`config.mk`:
```
export PLATFORM = sky130hd
export DESIGN_NAME = rxf_framer
export DESIGN_NICKNAME = d
export VERILOG_FILES = /design/src/rtl/rxf_pkg.sv /design/src/rtl/rxf_size_calc.sv /design/src/rtl/rxf_seq.sv /design/src/rtl/rxf_word_mux.sv /design/src/rtl/rxf_ovr_flag.sv /design/src/rtl/rxf_framer.sv
export SDC_FILE = /design/constraint.sdc
export NUM_CORES = 1
export LEC_CHECK = 0
export ABC_CLOCK_PERIOD_IN_PS = 7200
export BUFFER_PORTS_ARGS = -buffer_cell sky130_fd_sc_hd__buf_2
export CORE_MARGIN = 5
export CORE_UTILIZATION = 55
export DETAILED_ROUTE_END_ITERATION = 6
export GPL_TIMING_DRIVEN = 1
export PLACE_DENSITY = 0.84
export SYNTH_ARGS = -nofsm -noshare
export SYNTH_HDL_FRONTEND = slang
export SYNTH_SLANG_ARGS = --single-unit
```
`constraint.sdc`:
```
create_clock -name clk -period 7.2 [get_ports clk]
set_clock_uncertainty 0.1 [all_clocks]
set_input_delay 1.44 -clock clk [delete_from_list [all_inputs] [get_ports clk]]
set_output_delay 1.44 -clock clk [all_outputs]
set_load 0.05 [all_outputs]
```
`src/rtl/rxf_pkg.sv`:
```
`timescale 1ns/1ps
package rxf_pkg;
  localparam int unsigned WORD_W      = 32;
  localparam int unsigned PKT_CNT_W   = 4;   // header bits 19:16
  localparam int unsigned LEN_W       = 16;  // header bits 15:0
  localparam int unsigned FIXED_WORDS = 6;   // five prefix words plus trailer
  localparam int unsigned NCH_MAX     = 4;
  localparam int unsigned NCH_W       = 3;

  typedef enum logic [2:0] {
    S_IDLE,
    S_HDR,
    S_SID,
    S_SECS,
    S_FHI,
    S_FLO,
    S_PAY,
    S_TRL
  } rxf_state_e;

  typedef struct packed {
    logic [WORD_W-1:0] tmpl;
    logic [WORD_W-1:0] sid;
    logic [WORD_W-1:0] trl;
    logic [WORD_W-1:0] secs;
    logic [WORD_W-1:0] ticks;
  } rxf_ctx_t;
endpackage

```
`src/rtl/rxf_size_calc.sv`:
```
`timescale 1ns/1ps
module rxf_size_calc
  import rxf_pkg::*;
#(
  parameter int unsigned SPP_W = 12,
  parameter int unsigned CMD_W = 29
) (
  input  logic [CMD_W-1:0]       rem_i,
  input  logic [SPP_W-1:0]       spp_i,
  input  logic [NCH_W-1:0]       nch_i,
  output logic [SPP_W-1:0]       plen_o,
  output logic [SPP_W+NCH_W-1:0] pwords_o,
  output logic [LEN_W-1:0]       len_o
);
  localparam int unsigned PW_W = SPP_W + NCH_W;

  logic [SPP_W-1:0] spp_eff;
  logic [NCH_W-1:0] nch_eff;

  always_comb begin
    spp_eff = (spp_i == '0) ? SPP_W'(1) : spp_i;
    if (nch_i == '0)
      nch_eff = NCH_W'(1);
    else if (nch_i > NCH_W'(NCH_MAX))
      nch_eff = NCH_W'(NCH_MAX);
    else
      nch_eff = nch_i;
  end

  always_comb begin
    if (rem_i < CMD_W'(spp_eff))
      plen_o = rem_i[SPP_W-1:0];
    else
      plen_o = spp_eff;
    pwords_o = PW_W'(plen_o) * PW_W'(nch_eff);
    len_o    = LEN_W'(pwords_o) + LEN_W'(FIXED_WORDS);
  end
endmodule

```
`src/rtl/rxf_seq.sv`:
```
`timescale 1ns/1ps
module rxf_seq
  import rxf_pkg::*;
#(
  parameter int unsigned SPP_W = 12,
  parameter int unsigned CMD_W = 29
) (
  input  logic                   clk,
  input  logic                   rst_n,
  input  logic                   cmd_valid_i,
  input  logic [CMD_W-1:0]       cmd_nsamps_i,
  output logic                   cmd_ready_o,
  input  logic                   smp_valid_i,
  input  logic                   out_ready_i,
  input  logic [SPP_W-1:0]       plen_i,
  input  logic [SPP_W+NCH_W-1:0] pwords_i,
  input  logic [LEN_W-1:0]       len_i,
  input  logic [WORD_W-1:0]      cfg_header_i,
  input  logic [WORD_W-1:0]      cfg_sid_i,
  input  logic [WORD_W-1:0]      cfg_trl_i,
  input  logic [WORD_W-1:0]      time_secs_i,
  input  logic [WORD_W-1:0]      time_ticks_i,
  output rxf_state_e             state_o,
  output logic [CMD_W-1:0]       rem_o,
  output rxf_ctx_t               ctx_o,
  output logic [LEN_W-1:0]       len_o,
  output logic [PKT_CNT_W-1:0]   cnt_o
);
  localparam int unsigned PW_W = SPP_W + NCH_W;

  rxf_state_e           state_q;
  logic [CMD_W-1:0]     rem_q;
  logic [SPP_W-1:0]     plen_q;
  logic [PW_W-1:0]      pw_q;
  logic [PW_W-1:0]      wleft_q;
  logic [LEN_W-1:0]     len_q;
  logic [PKT_CNT_W-1:0] cnt_q;
  rxf_ctx_t             ctx_q;

  always_ff @(posedge clk or negedge rst_n) begin
    if (!rst_n) begin
      state_q <= S_IDLE;
      rem_q   <= '0;
      plen_q  <= '0;
      pw_q    <= '0;
      wleft_q <= '0;
      len_q   <= '0;
      cnt_q   <= '0;
      ctx_q   <= '0;
    end else begin
      unique case (state_q)
        S_IDLE: begin
          if (rem_q == '0) begin
            if (cmd_valid_i) rem_q <= cmd_nsamps_i;
          end else if (smp_valid_i) begin
            ctx_q.tmpl  <= cfg_header_i;
            ctx_q.sid   <= cfg_sid_i;
            ctx_q.trl   <= cfg_trl_i;
            ctx_q.secs  <= time_secs_i;
            ctx_q.ticks <= time_ticks_i;
            plen_q      <= plen_i;
            pw_q        <= pwords_i;
            len_q       <= len_i;
            state_q     <= S_HDR;
          end
        end
        S_HDR:  if (out_ready_i) state_q <= S_SID;
        S_SID:  if (out_ready_i) state_q <= S_SECS;
        S_SECS: if (out_ready_i) state_q <= S_FHI;
        S_FHI:  if (out_ready_i) state_q <= S_FLO;
        S_FLO: begin
          if (out_ready_i) begin
            wleft_q <= pw_q;
            state_q <= S_PAY;
          end
        end
        S_PAY: begin
          if (smp_valid_i && out_ready_i) begin
            wleft_q <= wleft_q - PW_W'(1);
            if (wleft_q == PW_W'(1)) state_q <= S_TRL;
          end
        end
        S_TRL: begin
          if (out_ready_i) begin
            cnt_q   <= cnt_q + PKT_CNT_W'(1);
            rem_q   <= rem_q - CMD_W'(plen_q);
            state_q <= S_IDLE;
          end
        end
        default: state_q <= S_IDLE;
      endcase
    end
  end

  assign cmd_ready_o = (state_q == S_IDLE) && (rem_q == '0);
  assign state_o     = state_q;
  assign rem_o       = rem_q;
  assign ctx_o       = ctx_q;
  assign len_o       = len_q;
  assign cnt_o       = cnt_q;
endmodule

```
`src/rtl/rxf_word_mux.sv`:
```
`timescale 1ns/1ps
module rxf_word_mux
  import rxf_pkg::*;
(
  input  rxf_state_e           state_i,
  input  rxf_ctx_t             ctx_i,
  input  logic [PKT_CNT_W-1:0] cnt_i,
  input  logic [LEN_W-1:0]     len_i,
  input  logic [WORD_W-1:0]    smp_data_i,
  output logic [WORD_W-1:0]    word_o
);
  always_comb begin
    unique case (state_i)
      S_HDR:   word_o = {ctx_i.tmpl[WORD_W-1:PKT_CNT_W+LEN_W], cnt_i, len_i};
      S_SID:   word_o = ctx_i.sid;
      S_SECS:  word_o = ctx_i.secs;
      S_FHI:   word_o = '0;
      S_FLO:   word_o = ctx_i.ticks;
      S_PAY:   word_o = smp_data_i;
      S_TRL:   word_o = ctx_i.trl;
      default: word_o = '0;
    endcase
  end
endmodule

```
`src/rtl/rxf_ovr_flag.sv`:
```
`timescale 1ns/1ps
module rxf_ovr_flag (
  input  logic clk,
  input  logic rst_n,
  input  logic set_i,
  input  logic clr_i,
  output logic flag_o
);
  always_ff @(posedge clk or negedge rst_n) begin
    if (!rst_n)     flag_o <= 1'b0;
    else if (set_i) flag_o <= 1'b1;
    else if (clr_i) flag_o <= 1'b0;
  end
endmodule

```
`src/rtl/rxf_framer.sv`:
```
`timescale 1ns/1ps
module rxf_framer
  import rxf_pkg::*;
#(
  parameter int unsigned SPP_W = 12,
  parameter int unsigned CMD_W = 29
) (
  input  logic             clk,
  input  logic             rst_n,
  input  logic [31:0]      cfg_header,
  input  logic [31:0]      cfg_stream_id,
  input  logic [31:0]      cfg_trailer,
  input  logic [SPP_W-1:0] cfg_spp,
  input  logic [2:0]       cfg_nchan,
  input  logic             clr_overrun,
  input  logic             cmd_valid,
  output logic             cmd_ready,
  input  logic [CMD_W-1:0] cmd_nsamps,
  input  logic [31:0]      time_secs,
  input  logic [31:0]      time_ticks,
  input  logic             smp_valid,
  output logic             smp_ready,
  input  logic [31:0]      smp_data,
  output logic             out_valid,
  input  logic             out_ready,
  output logic [31:0]      out_data,
  output logic             out_sop,
  output logic             out_eop,
  output logic             overrun
);
  localparam int unsigned PW_W = SPP_W + NCH_W;

  rxf_state_e           state;
  rxf_ctx_t             ctx;
  logic [CMD_W-1:0]     rem;
  logic [SPP_W-1:0]     plen;
  logic [PW_W-1:0]      pwords;
  logic [LEN_W-1:0]     len_next;
  logic [LEN_W-1:0]     len_cur;
  logic [PKT_CNT_W-1:0] pkt_cnt;
  logic                 in_pay;

  rxf_size_calc #(.SPP_W(SPP_W), .CMD_W(CMD_W)) size_i (
    .rem_i    (rem),
    .spp_i    (cfg_spp),
    .nch_i    (cfg_nchan),
    .plen_o   (plen),
    .pwords_o (pwords),
    .len_o    (len_next)
  );

  rxf_seq #(.SPP_W(SPP_W), .CMD_W(CMD_W)) seq_i (
    .clk          (clk),
    .rst_n        (rst_n),
    .cmd_valid_i  (cmd_valid),
    .cmd_nsamps_i (cmd_nsamps),
    .cmd_ready_o  (cmd_ready),
    .smp_valid_i  (smp_valid),
    .out_ready_i  (out_ready),
    .plen_i       (plen),
    .pwords_i     (pwords),
    .len_i        (len_next),
    .cfg_header_i (cfg_header),
    .cfg_sid_i    (cfg_stream_id),
    .cfg_trl_i    (cfg_trailer),
    .time_secs_i  (time_secs),
    .time_ticks_i (time_ticks),
    .state_o      (state),
    .rem_o        (rem),
    .ctx_o        (ctx),
    .len_o        (len_cur),
    .cnt_o        (pkt_cnt)
  );

  rxf_word_mux mux_i (
    .state_i    (state),
    .ctx_i      (ctx),
    .cnt_i      (pkt_cnt),
    .len_i      (len_cur),
    .smp_data_i (smp_data),
    .word_o     (out_data)
  );

  assign in_pay    = (state == S_PAY);
  assign smp_ready = in_pay && out_ready;
  assign out_valid = (state inside {[S_HDR:S_FLO], S_TRL}) || (in_pay && smp_valid);
  assign out_sop   = (state == S_HDR);
  assign out_eop   = (state == S_TRL);

  rxf_ovr_flag ovr_i (
    .clk    (clk),
    .rst_n  (rst_n),
    .set_i  (in_pay && smp_valid && !out_ready),
    .clr_i  (clr_overrun),
    .flag_o (overrun)
  );
endmodule

```
==> run metrics, run 1 <==
Area Overhead vs Synth 18.0%; family with the most delay on the worst path adder cells; ys flop type dfrtp_1; cells after synthesis 1,610; Syn Area/Cell 8.41 µm²; Post-synth EDFFs 0; Max-Slew Margin vs Limit 0.145; Hold Fails Final Rpt 0; I/O pin total 280; storage element area 5860 µm²; Initial Util 0.558; leading post-synthesis cells by cell area dfrtp_1, nand2_1, a22oi_1, ha_1, mux2_2; footprint of the multi-input gates 7070 µm²; largest net degree at the start of global routing 126; Port Buf Inserts 259; Post-Syn Area 13,500 µm²; Synth Area in Simple Gates 0.231; Slew Viols, Final 0; max_cap viols 0; clock sink total 234; CP Max Fanout 5; HP Class register to register; critical path required time 7.56 ns; Arr. time, crit path 6.88 ns; postcts setup bufs 0; worst hold margin 0.373 ns; 1st-iter DRT viols 1,618; hold_sp seq_i.ctx_o[156]; Max Freq 153 MHz; Std-Cell Rows 57; CTS buffer count 26; layout cells sized above 1 0.217; die height 167 µm; peak supply drop 0.338 mV; grt total ovfl 0; share of the synthesized area in the top cell type 0.433; Crit. End Element register; Pre-Repair DR Iteration Count 5; clk slew on worst S/H paths 0.06 ns; worst-path cell chain buf_2 > inv_1 > ha_1 > a211o_1 > a2111oi_0 > o211ai_1 > a41oi_1 > buf_4 > mux2i_1 > nand2_1 > fa_1 > inv_1 > ha_1 > inv_1 > fa_1 > o21bai_1 > nor2_1 > o211ai_1 > nor4_1 > buf_4 > nand3_1 > or4_1 > nand3_1; vias in the first global route 12,700; post-route setup TNS 0 ns; Crit-path slowest cell or4_1; Post-Route WL 40,800 µm; CTS H-tree depth 1; GRT Total Usage 0.280; register area share after synthesis 0.433; initial antenna violation count 9; clock root cell clkbuf_16; FFs w/ async S/R, synth 1.00; largest family of logic cells by synthesized area simple AND/OR/NAND/NOR gates; RD Place Congestion 0.910; RSZ-0062 raised after global routing no; Final #Nets 2,117; Synth Net Count 1,909; Netlist cell types 68; Yosys top cell by area dfrtp_1; Ys Warns 0; Final ANT Viol Nets 0; # resized after CTS 0; PwrDens 436 nW/µm²; Tmin final 6.52 ns; FF-to-FF Start seq_i.rem_o[15]; max incr delay on CP 0.57 ns; final worst-path cycle share 0.906; CTS tree yes; Design Power 6960 µW; Clock Latency Late Sink 0.53 ns; critical path class input pin to register; multiplexer share of the synthesized area 0.0483; vias 13,000; Slew @ Worst Pin 1.28 ns; Post-Synth Adder-Cell Area 0.0594; detailed-route DRC error count 0; Synth Area in XOR/XNOR 0.0136; die area 27,800 µm²; Die X 167 µm; hold_buf cts 0; Via density 5.99; Clock Path Buffers 3; compound-gate portion of the synthesized area 0.168; CP Launch Point cfg_spp[3]; post-DP HPWL 28,200 µm; Critical Path Start Type input pin; status finished clean; P_leak 0.00804 µW; Most common cell on crit path inv_1; FILL cells 2,010; Final setup viols 0; Core Box Area 24,200 µm²; WL per Instance 18.8 µm; CP bufs+invs 6; first-pass GRT wire length 64,700 µm; FF+latch count, synth 234
-- flip-flops by register name, indices dropped and copies added, names as in the netlist --
signal         cells
seq_i.ctx_o      140
seq_i.rem_o       29
seq_i.len_o       16
seq_i.wleft_q     15
seq_i.pw_q        14
seq_i.plen_q      12
seq_i.cnt_o        4
seq_i.state_o      3
ovr_i.flag_o       1
-- power breakdown --
group	leakage [µW]	switching, µW	internal (µW)
clock	0.000444	556	826
sequential	0.00292	455	1900
combinational	0.00467	2130	1090
-- placed cells by master (no fill, tap or decap), types with 12 or more instances in the layout --
master and count:
nor2_1 53, fa_1 12, a31oi_1 31, nor2b_1 12
o21ai_0 64, buf_4 23, mux2_2 50, nand2_1 541
a21oi_1 41, nand3_1 18, a21o_1 13, clkbuf_16 27
inv_1 63, nor4_1 16, a22oi_1 75, xnor2_1 15
buf_2 258, ha_1 44, dfrtp_1 233, nor3_1 38
-- logic make-up after synthesis --
| family | Yosys count |
|---|---|
| AO/OA/AOI/OAI | 331 |
| AND/OR/NAND/NOR | 742 |
| buffers and inverters | 166 |
| adder cells (fa/ha/maj) | 57 |
| multiplexers | 59 |
| XOR/XNOR | 21 |
| flip-flops | 234 |
-- worst register-to-register path: cells and delay by family (launching register included) --
kind,cells,cell delay (ns)
mux,1,0.36
fa+ha+maj,3,1.25
compound gates,5,1.24
buf+inv,4,0.49
flops,1,0.44
simple gates,8,2.26
-- cell type report --
type / instances / area share
flip-flops and latches: 234 / 0.367
well taps: 324 / 0.0254
clock inverters: 16 / 0.0107
diodes: 7 / 0.00110
inverters: 64 / 0.0150
multi-input cells: 1210 / 0.443
repair buffers: 282 / 0.0926
clock buffers: 32 / 0.0454
-- final timing paths --
path	endpoint	slack [ns]	depth (start not counted)
setup / recovery	seq_i.len_o[12]	0.68	23
hold / removal	seq_i.ctx_o[156]	0.37	2
setup reg to reg	seq_i.len_o[12]	1.00	21
hold reg to reg	seq_i.ctx_o[156]	0.37	2
max in group asynchronous	seq_i.ctx_o[16]	4.68	2
min in group asynchronous	seq_i.plen_q[1]	0.93	1
-- synth_stat cells (all sizes together) (7+ instances only) --
library cell    n
o21ai          64
o21a            9
clkbuf         96
nor2           54
mux2           50
mux2i           9
a211oi         10
or4             9
o22ai          11
ha             45
a2bb2oi         8
nand2         541
nor4           16
a31oi          31
a222oi          7
nand3          18
nor2b          15
a21o           13
a22oi          75
nor3           38
dfrtp         234
inv            64
nand4           8
xnor2          15
fa             12
and3           10
or3             8
nand2b          7
a21oi          41
-- per-layer routing --
metal / global-route usage / up-vias / routed length, µm
li1: - / 5988 / -
met2: 0.438 / 653 / 18600
met3: 0.0498 / 107 / 3670
met4: 0.107 / 2 / 1490
met1: 0.390 / 6242 / 17000
met5: 0 / - / 13
-- metrics by stage --
| stage | instance area [µm²] | worst slack [ns] | cells | util |
|---|---|---|---|---|
| 2_1_floorplan | 13500 | 0.628 | 1610 | - |
| 3_3_place_gp | 15100 | 0.368 | 2114 | 0.621 |
| 3_5_place_dp | 15100 | 0.234 | 2114 | 0.621 |
| 4_1_cts | 16000 | 0.739 | 2162 | 0.658 |
| 5_1_grt | 16000 | 0.282 | 2169 | 0.659 |
| 6_report | 16000 | 0.678 | 2169 | 0.659 |
(Power assumes the default switching activity.)
==> inputs of run 2 (changes only) <==
Settings changed: ABC_CLOCK_PERIOD_IN_PS 7200 to 6800.
Clock period 7.2 ns to 6.8 ns, I/O delays scaled along.
==> run metrics, run 2 (synthesis gave the netlist of run 1 again) <==
post-DP HPWL 28,500 µm (+1.1%); Critical Path Start Type input pin; worst hold margin 0.371 ns (-0.00274 ns); Post-Route WL 40,800 µm (+0.10%); Via density 5.97 (-0.26%); Max Freq 158 MHz; initial antenna violation count 6 (-3); Hold Fails Final Rpt 0 (unchanged); most common cell after layout, fill and taps aside nand2_1; # resized after CTS 0 (unchanged); HP Class register to register; hold_buf cts 0 (unchanged); vias 13,000 (+0.20%); postcts setup bufs 0 (unchanged); Final setup viols 0 (unchanged); Slew Viols, Final 0 (unchanged); Clock Latency Late Sink 0.52 ns (about the same); layout cells sized above 1 0.220 (+0.00261); Arr. time, crit path 6.68 ns (-0.20 ns); Slew @ Worst Pin 1.27 ns (-0.00654 ns); critical path required time 7.16 ns (-0.40 ns); storage element area 5860 µm² (unchanged); peak supply drop 0.344 mV (+1.9%); footprint of the multi-input gates 7070 µm² (unchanged); clock sink total 234 (unchanged); die height 167 µm (unchanged); clock root cell clkbuf_16; die area 27,800 µm² (unchanged); CTS tree yes; Final ANT Viol Nets 0 (unchanged); WL per Instance 18.7 µm (-0.36%); Area Overhead vs Synth 18.4%; CTS H-tree depth 1 (unchanged); status complete, but fails checks; Initial Util 0.558 (unchanged); critical path class input pin to register; Clock Path Buffers 3 (unchanged); final worst-path cycle share 0.930; Pre-Repair DR Iteration Count 7 (+2); post-route setup TNS 0 ns (unchanged); PwrDens 455 nW/µm² (+4.5%); P_leak 0.00808 µW (+0.48%); CP Max Fanout 4 (-1); clk slew on worst S/H paths 0.06 ns (about the same); Core Box Area 24,200 µm² (unchanged); first-pass GRT wire length 65,600 µm (+1.4%); failing checks DRC; Tmin final 6.32 ns; most frequent cells in the layout nand2_1, buf_2, dfrtp_1, a22oi_1, o21ai_0; max_cap viols 0 (unchanged); max FFs per register 140 (unchanged); FILL cells 1,987 (-1.1%); I/O pin total 280 (unchanged); grt total ovfl 0 (unchanged); Final #Nets 2,134 (+0.80%); detailed-route DRC error count 2 (+2); GRT Total Usage 0.283 (+0.00345); Port Buf Inserts 259 (unchanged); Crit. End Element register; Max-Slew Margin vs Limit 0.150 (+0.00437); 1st-iter DRT viols 1,460 (-9.8%); vias in the first global route 12,700 (+0.40%); RD Place Congestion 0.926 (+1.8%); Std-Cell Rows 57 (unchanged); RSZ-0062 raised after global routing no; largest net degree at the start of global routing 133 (+5.6%); Die X 167 µm (unchanged); CTS buffer count 26 (unchanged)
## run 2: cell types whose count changed in the layout (fill, tap and decap cells not counted), sizes merged
cell / delta
buf: +17
clkinvlp: -1
clkbuf: +4
clkinv: -6
bufinv: -1
inv: -3
## run 2: through the flow
stage	instances	worst slack (ns)	instance area [µm²]	utilization	power, µW
2_1_floorplan	1610	0.308	13500	-	4860
3_3_place_gp	2131	0.236	15200	0.626	5720
6_report	2179	0.478	16000	0.661	7300
5_1_grt	2178	0.154	16000	0.661	7760
4_1_cts	2172	0.526	16000	0.660	7260
3_5_place_dp	2131	0.0239	15200	0.626	5850
## run 2: path summary, 6_finish.rpt
path / startpoint / endpoint / slack [ns] / depth (start not counted)
min in group asynchronous: rst_n / seq_i.ctx_o[12] / 0.85 / 1
max in group asynchronous: rst_n / seq_i.rem_o[1] / 4.31 / 2
hold / removal: seq_i.ctx_o[156] / seq_i.ctx_o[156] / 0.37 / 2
hold reg to reg: seq_i.ctx_o[156] / seq_i.ctx_o[156] / 0.37 / 2
setup / recovery: cfg_spp[3] / seq_i.len_o[12] / 0.48 / 21
setup reg to reg: seq_i.rem_o[15] / seq_i.len_o[12] / 0.76 / 19
## run 2: area by class of cell
cell class,count,share of cell area
multi-input cells,1210,0.441
inverters,64,0.0150
diodes,7,0.00109
flip-flops and latches,234,0.365
repair buffers,299,0.100
clock buffers,36,0.0468
well taps,324,0.0253
clock inverters,5,0.00484
## run 2: critical path: stages
cell and delay (ns):
buf_2 0.12, inv_1 0.05, ha_1 0.29, a211o_1 0.27, a2111oi_0 0.41, o211ai_1 0.18
a41oi_1 0.19, buf_4 0.17, mux2i_1 0.37, nand2_1 0.14, fa_1 0.62, inv_1 0.07
ha_1 0.32, a21o_1 0.19, buf_4 0.15, a221oi_1 0.29, o2bb2ai_1 0.14, nor4_1 0.46
nand3_1 0.26, or4_1 0.56, nand3_1 0.09
## run 2: where the power goes
part | internal (µW) | leakage (µW) | switching, µW
Combinational | 1170 | 0.00475 | 2250
Clock | 834 | 0.000404 | 552
Sequential | 2020 | 0.00292 | 472
Total | 4020 | 0.00808 | 3280
## run 2: routing by layer
metal	vias up	global-route usage	part of all wire
li1	6017	-	-
met1	6210	0.395	0.41
met2	688	0.455	0.47
met3	103	0.0417	0.089
met4	0	0.0975	0.032
met5	-	0	0
